==> src/rtl/dmr_pkg.sv <==
package dmr_pkg;
  typedef enum logic {
    DMR_SINGLE = 1'b0,
    DMR_BLOCK  = 1'b1
  } dmr_mode_e;
endpackage

==> src/rtl/dmr_idle_timer.sv <==
module dmr_idle_timer #(
  parameter int LVL_W = 7,
  parameter int FRM_W = 4,
  parameter int CNT_W = 6
) (
  input  logic             clk,
  input  logic             rst_n,
  input  logic             rx_line,
  input  logic             bit_tick,
  input  logic [FRM_W-1:0] frame_bits,
  input  logic             rx_char_done,
  input  logic             rx_rd,
  input  logic [LVL_W-1:0] rx_level,
  output logic             timeout
);
  logic [CNT_W-1:0] cnt_q, cnt_d;
  logic             to_q, to_d;
  logic [CNT_W-1:0] limit;
  logic [CNT_W-1:0] cnt_inc;
  logic             restart;

  assign limit   = CNT_W'({frame_bits, 2'b00});
  assign cnt_inc = cnt_q + 1'b1;
  assign restart = !rx_line || rx_char_done || rx_rd || (rx_level == '0);

  always_comb begin
    cnt_d = cnt_q;
    to_d  = to_q;
    if (restart) begin
      cnt_d = '0;
      to_d  = 1'b0;
    end else if (bit_tick && !to_q) begin
      cnt_d = cnt_inc;
      if (cnt_inc >= limit) to_d = 1'b1;
    end
  end

  always_ff @(posedge clk or negedge rst_n) begin
    if (!rst_n) begin
      cnt_q <= '0;
      to_q  <= 1'b0;
    end else begin
      cnt_q <= cnt_d;
      to_q  <= to_d;
    end
  end

  assign timeout = to_q;
endmodule

==> src/rtl/dmr_tx_ready.sv <==
module dmr_tx_ready
  import dmr_pkg::*;
#(
  parameter int DEPTH = 64,
  parameter int LVL_W = 7
) (
  input  logic             clk,
  input  logic             rst_n,
  input  dmr_mode_e        mode,
  input  logic [LVL_W-1:0] level,
  input  logic [LVL_W-1:0] trig,
  output logic             rdy_n
);
  localparam logic [LVL_W-1:0] FULL = LVL_W'(DEPTH);

  logic             act_q, act_d;
  logic [LVL_W-1:0] free_slots;

  assign free_slots = FULL - level;

  always_comb begin
    act_d = act_q;
    unique case (mode)
      DMR_SINGLE: act_d = (level == '0);
      DMR_BLOCK: begin
        if (level == FULL)          act_d = 1'b0;
        else if (free_slots >= trig) act_d = 1'b1;
      end
      default: act_d = act_q;
    endcase
  end

  always_ff @(posedge clk or negedge rst_n) begin
    if (!rst_n) act_q <= 1'b0;
    else        act_q <= act_d;
  end

  assign rdy_n = ~act_q;
endmodule

==> src/rtl/dmr_rx_ready.sv <==
module dmr_rx_ready
  import dmr_pkg::*;
#(
  parameter int LVL_W = 7
) (
  input  logic             clk,
  input  logic             rst_n,
  input  dmr_mode_e        mode,
  input  logic [LVL_W-1:0] level,
  input  logic [LVL_W-1:0] trig,
  input  logic             err_present,
  input  logic             timeout,
  output logic             rdy_n
);
  logic act_q, act_d;

  always_comb begin
    act_d = act_q;
    unique case (mode)
      DMR_SINGLE: act_d = (level != '0);
      DMR_BLOCK: begin
        if (level == '0 || err_present)  act_d = 1'b0;
        else if (level >= trig || timeout) act_d = 1'b1;
      end
      default: act_d = act_q;
    endcase
  end

  always_ff @(posedge clk or negedge rst_n) begin
    if (!rst_n) act_q <= 1'b0;
    else        act_q <= act_d;
  end

  assign rdy_n = ~act_q;
endmodule

==> src/rtl/dma_ready_gen.sv <==
module dma_ready_gen
  import dmr_pkg::*;
#(
  parameter int FIFO_DEPTH     = 64,
  parameter int MAX_FRAME_BITS = 12,
  localparam int LVL_W = $clog2(FIFO_DEPTH + 1),
  localparam int FRM_W = $clog2(MAX_FRAME_BITS + 1),
  localparam int CNT_W = $clog2(4 * MAX_FRAME_BITS + 1)
) (
  input  logic             clk,
  input  logic             rst_n,
  input  logic             fifo_en,
  input  logic             dma_mode,
  input  logic [LVL_W-1:0] tx_level,
  input  logic [LVL_W-1:0] rx_level,
  input  logic [LVL_W-1:0] tx_trig,
  input  logic [LVL_W-1:0] rx_trig,
  input  logic             rx_err_present,
  input  logic             rx_line,
  input  logic             bit_tick,
  input  logic [FRM_W-1:0] frame_bits,
  input  logic             rx_char_done,
  input  logic             rx_rd,
  output logic             tx_rdy_n,
  output logic             rx_rdy_n,
  output logic             rx_timeout
);
  dmr_mode_e eff_mode;

  assign eff_mode = (fifo_en && dma_mode) ? DMR_BLOCK : DMR_SINGLE;

  dmr_idle_timer #(.LVL_W(LVL_W), .FRM_W(FRM_W), .CNT_W(CNT_W)) u_timer (
    .clk          (clk),
    .rst_n        (rst_n),
    .rx_line      (rx_line),
    .bit_tick     (bit_tick),
    .frame_bits   (frame_bits),
    .rx_char_done (rx_char_done),
    .rx_rd        (rx_rd),
    .rx_level     (rx_level),
    .timeout      (rx_timeout)
  );

  dmr_tx_ready #(.DEPTH(FIFO_DEPTH), .LVL_W(LVL_W)) u_tx (
    .clk   (clk),
    .rst_n (rst_n),
    .mode  (eff_mode),
    .level (tx_level),
    .trig  (tx_trig),
    .rdy_n (tx_rdy_n)
  );

  dmr_rx_ready #(.LVL_W(LVL_W)) u_rx (
    .clk         (clk),
    .rst_n       (rst_n),
    .mode        (eff_mode),
    .level       (rx_level),
    .trig        (rx_trig),
    .err_present (rx_err_present),
    .timeout     (rx_timeout),
    .rdy_n       (rx_rdy_n)
  );
endmodule

==> config.mk <==
export PLATFORM = sky130hd
export DESIGN_NAME = dma_ready_gen
export DESIGN_NICKNAME = d
export VERILOG_FILES = /design/src/rtl/dmr_pkg.sv /design/src/rtl/dmr_idle_timer.sv /design/src/rtl/dmr_tx_ready.sv /design/src/rtl/dmr_rx_ready.sv /design/src/rtl/dma_ready_gen.sv
export SDC_FILE = /design/constraint.sdc
export NUM_CORES = 1
export LEC_CHECK = 0
export BUFFER_PORTS_ARGS = -buffer_cell sky130_fd_sc_hd__buf_2
export CAP_MARGIN = 0
export CORE_MARGIN = 5
export CORE_UTILIZATION = 28
export CTS_BUF_LIST = sky130_fd_sc_hd__clkbuf_8 sky130_fd_sc_hd__clkbuf_16
export DETAILED_ROUTE_END_ITERATION = 8
export PLACE_DENSITY = 0.52
export SETUP_SLACK_MARGIN = 0.2
export SLEW_MARGIN = 20
export SYNTH_ARGS = -nofsm -noshare
export SYNTH_HDL_FRONTEND = slang
export SYNTH_SLANG_ARGS = --single-unit
==> constraint.sdc <==
create_clock -name clk -period 2.1 [get_ports clk]
set_clock_uncertainty 0.2 [all_clocks]
set_input_delay 0.525 -clock clk [delete_from_list [all_inputs] [get_ports clk]]
set_output_delay 0.525 -clock clk [all_outputs]
set_load 0.005 [all_outputs]
## Yosys cells after proc, flatten, opt, wreduce, memory -nomap -nowiden

Cells that the tools add are included.

| storage, ports and cells | value |
|---|---|
| register bits after elaboration | 9 |
| bits of input ports | 41 |
| output and inout bits | 3 |
| logic and storage cells | 42 |

| cells by class | value |
|---|---|
| add/subtract/negate cells | 2 |
| magnitude comparators | 3 |
| equality and inequality tests | 3 |
| muxes and demuxes | 12 |
| bitwise logic cells | 3 |
| reduce and logical (&&, ||, !) cells | 15 |

Operator list:

| cell | count |
|---|---|
| greater-or-equal comparator 7 bit | 2 |
| zero test 7 bit | 2 |
| two-way mux 6 bit | 2 |
| two-way mux 1 bit | 8 |
| equality test 7 bit (second input constant) | 1 |
| nonzero test 7 bit | 1 |
| subtractor 7 bit (first input constant) | 1 |
| adder 6 x 1 -> 6 bit (second input constant) | 1 |
| greater-or-equal comparator 6 bit | 1 |
| != test 3 bit (second input constant) | 2 |
| logical OR 1 bit | 5 |
| one-hot mux 1 bit (2 select lines) | 2 |
| nonzero test 2 bit | 2 |
| inverter 1 bit | 3 |
| logical AND 1 bit | 2 |
| zero test 1 bit | 2 |
| AND reduction 2 bit | 1 |

## Longest topological paths before layout

| logic depth | value |
|---|---|
| word-level depth | 6 |
| depth in mapped cells | 8 |
| mapped depth without buffers | 8 |

## Modules after synthesis

From an unflattened synthesis, not the netlist that was laid out.

| second synthesis, totals | value |
|---|---|
| cell total of the unflattened synthesis | 128 |
| area total of the unflattened synthesis | 1081.0 um^2 |

By module, submodules not included:

| module | times used | cells an instance | area each (um^2) | sequential area each (um^2) |
|---|---|---|---|---|
| dmr_idle_timer | 1 | 53 | 516.7 | 175.2 |
| dmr_tx_ready | 1 | 41 | 317.8 | 25.0 |
| dmr_rx_ready | 1 | 33 | 240.2 | 25.0 |
| dma_ready_gen | 1 | 1 | 6.3 | 0.0 |

## Worst setup path after synthesis

No wires, ideal clock.

| timing path | value |
|---|---|
| kind | register -> register |
| from | register u_timer.cnt_q[0] |
| to | register u_timer.to_q, in the netlist u_timer.timeout |
| setup time | 0.136 ns |
| arrival time | 1.711 ns |
| required time | 1.764 ns |
| slack | 0.053 ns |
| stages on the path, launching flop included | 8 |
| path buffers | 0 |
| clock period less this slack | 2.047 ns |
| cells stage by stage | dfrtp_1 ha_1 nand3_1 xnor2_1 ha_1 a21o_1 a2111oi_0 nor3_1 |

| between the ends | value |
|---|---|
| word-level cells in the longest chain between the ends | 4 |

Ends and longest elaborated chain:

| what | RTL line | text |
|---|---|---|
| start: declaration | dmr_idle_timer.sv:16 | `logic [CNT_W-1:0] cnt_q, cnt_d;` |
| start signal: assignment | dmr_idle_timer.sv:43 | `cnt_q <= cnt_d;` |
| adder 6 x 1 -> 6 bit | dmr_idle_timer.sv:23 | `assign cnt_inc = cnt_q + 1'b1;` |
| greater-or-equal comparator 6 bit | dmr_idle_timer.sv:34 | `if (cnt_inc >= limit) to_d = 1'b1;` |
| nonzero test 2 bit (no source line) | -- |  |
| AND reduction 2 bit (no source line) | -- |  |
| end signal: assignment | dmr_idle_timer.sv:44 | `to_q <= to_d;` |
| end: declaration | dmr_idle_timer.sv:17 | `logic to_q, to_d;` |

Every way passes these cells.
A chain may end at the register's enable or synchronous reset.

## Worst setup path after layout

| timing path | value |
|---|---|
| from | register u_timer.cnt_q[1] |
| to | register u_timer.to_q, in the netlist u_timer.timeout |

The elaborated chain is that of the path after synthesis.

==> summary.txt <==
Via/cell ratio: 4.62
Number of I/O port buffers: 43
# IOs: 44
Design Area, Final: 0.00154 mm2
Syn. warnings: 0
Die Ht: 70.1 um
Dpl hpwl: 2190 um
Lkg Pwr: 0.808 nW
CP Data Required Time: 2.01 ns
Synth unique cells: 26
Post-synthesis register bit count: 9
CTS buffer count: 3
Period minus WS final: 1.96 ns
Sw frac: 28.0%
GR Util All Layers: 10.4%
Max VDD drop: 150 uV
Clk pwr share: 36.5%
Mapped Cells: 126
RSZ-0062 raised after global routing: yes
WL per Instance: 11.2 um
Worst Path Arrival: 1.86 ns
1st-pass router iterations: 4
Flop pwr share: 32.6%
Global-route wire length before repair: 4260 um
Core area: 0.00342 mm2
H-tree level count: 1
Critical-path top delay cell: dfrtp_1
Vias in the first global route: 1073
F_max: 511 MHz
Die area: 0.00491 mm2
Area after DPL: 0.00138 mm2
Row count: 21
Tcrit/Tclk final: 93.2%
CTS tree: built
Clock transition at path regs: 0.05 ns
Final WL: 2550 um
P_int: 395 uW
Sw power: 153 uW
Clock buffer depth: 2
ANT cells: 0
# setup viols final: 0
Grt total ovfl: 0
Worst path buffer plus inverter count: 0
Die Span X: 70.1 um
Largest net degree at the start of global routing: 10
Initial antenna violation count: 0
Slew Limit Fails: 0
Routability cong.: 0.788
Status: completed
Synth-to-layout area growth: 52.4%
Layout cells sized above 1: 37.9%
Root Driver: clkbuf_8
Endpoint type of the worst setup path: flip-flop
Overall Power: 549 uW
Worst-Margin Slew: 0.312 ns
Final core utilization: 45.1%
Crit Path Class: flip-flop to flip-flop
Worst-path cell chain: ha_4, nand3_2, xnor2_2, ha_1, a21o_1, a2111oi_4, nor3_1
Cell family with most CP delay: compound AO/OA/AOI/OAI gates
DR vias: 1054
Iteration-0 DRC Markers: 34
Post-Synthesis Cell Area: 0.00101 mm2
CP Launch Type: flip-flop
Worst Hold Class: input pin to flip-flop
Remaining routing DRC violations: 0
Fill count: 343
Minimum hold slack: 0.365 ns
Comb pwr share: 30.8%
Sink Count: 9
Synth Net Count: 188
Nets: 245
Clk_lat worst skew: 0.23 ns
Register area share after synthesis: 22.3%
Most common cell after layout, fill and taps aside: buf_2
Max Cap Violations: 0
Mean Syn Cell Area: 8.01 um2
Power density over the cells: 356 mW/mm2
Slew HR: 78.7%
Post-DRT Antenna Nets: 0
Initial Utilization: 29.6%
Final hold vios: 0
Commonest non-fill, non-tap cells in the layout: buf_2, inv_1, ha_1
Largest stage delay, worst path: 0.41 ns
Worst-path fanout max: 3
R2R Setup Slk: 0.14 ns
-- worst min-delay path, stage by stage --
cell and delay (ns):
buf_2 0.10, nor2_1 0.08, nor3_1 0.05
-- synth_stat cells --
library cell / number / share of area, %
ha_1: 21 / 26
inv_1: 21 / 7.8
nor2_1: 16 / 5.9
xnor2_1: 10 / 8.7
dfrtp_1: 9 / 22
nor3_1: 8 / 4.0
nand3_1: 7 / 3.5
nand2_1: 6 / 2.2
xor2_1: 4 / 3.5
nand2b_1: 3 / 1.9
a2111oi_0: 2 / 1.7
a211oi_1: 2 / 1.5
a21oi_1: 2 / 0.99
mux2i_1: 2 / 2.0
o21ai_0: 2 / 0.99
a21o_1: 1 / 0.74
and3_1: 1 / 0.62
clkbuf_1: 1 / 0.37
nand4_1: 1 / 0.62
nor2b_1: 1 / 0.62
nor4_1: 1 / 0.62
o21a_1: 1 / 0.74
o21ai_1: 1 / 0.50
o311ai_1: 1 / 0.87
or3_1: 1 / 0.62
or4_1: 1 / 0.74
-- worst paths after layout --
check                                        startpoint                           end  cells past startpoint
max reg2reg                u_timer.cnt_q[1]$_DFFE_PN0P_   u_timer.timeout$_DFFE_PN0P_                      7
max in group asynchronous                         rst_n  u_timer.cnt_q[0]$_DFFE_PN0P_                      2
min                                            bit_tick   u_timer.timeout$_DFFE_PN0P_                      3
min in group asynchronous                         rst_n  u_timer.cnt_q[3]$_DFFE_PN0P_                      2
min reg2reg                u_timer.cnt_q[5]$_DFFE_PN0P_  u_timer.cnt_q[5]$_DFFE_PN0P_                      2
max                        u_timer.cnt_q[1]$_DFFE_PN0P_   u_timer.timeout$_DFFE_PN0P_                      7
-- cells by family after synthesis --
kind of cell / after synthesis / share of synthesized area [%]
AO/OA/AOI/OAI: 12 / 8.05
XOR/XNOR: 14 / 12.1
adder cells (fa/ha/maj): 21 / 26.0
buffers and inverters: 22 / 8.18
flip-flops: 9 / 22.3
multiplexers: 2 / 1.98
AND/OR/NAND/NOR: 46 / 21.3
-- timing repair --
| action | in CTS | in global routing |
|---|---|---|
| gates resized for setup | 3 | 13 |
| cloned | 0 | 0 |
| pin swaps | 4 | 6 |
| endpoints found under the setup margin | 2 | 2 |
| hold buffers | 1 | 0 |
| endpoints found under the hold margin | 9 | 0 |
| setup buffers | 3 | 0 |
-- layer usage --
metal / up-vias / GRT usage (%) / wire [um]
met3: 6 / 1.87 / 148
met1: 477 / 12.1 / 1090
met2: 30 / 18.7 / 1270
met4: 0 / 3.83 / 40
met5: - / 0 / 0
li1: 541 / - / -
-- power groups by stage --
stage	clock network (mW)	registers (mW)	logic, mW
after CTS	0.209	0.179	0.164
after global routing	0.212	0.179	0.193
after detailed placement	0	0.182	0.158
after global placement	0	0.182	0.152
after floorplan	0	0.181	0.0820
final	0.200	0.179	0.169
-- registers in the layout, summed over array words and instances (netlist names) --
signal,count
u_timer.timeout,1
u_rx.act_q,1
u_timer.cnt_q,6
u_tx.act_q,1
-- layout make-up --
cell class,instances,area [um2],area share [%]
Inverter,21,104,6.75
Tap cell,46,57.6,3.74
Clock inverter,1,5.00,0.325
Sequential cell,9,225,14.6
Timing Repair Buffer,53,318,20.7
Clock buffer,3,41.3,2.68
Multi-Input combinational cell,95,788,51.2
-- metrics by stage --
stage / instances / TNS (ns) / setup WS, ns
after floorplan: 126 / 0 / 0.145
after global placement: 220 / -0.0844 / -0.0844
after detailed placement: 220 / -0.104 / -0.104
after CTS: 228 / 0 / 0.138
after global routing: 228 / 0 / 0.0555
final: 228 / 0 / 0.143
Power figures use the tool's default switching activity.
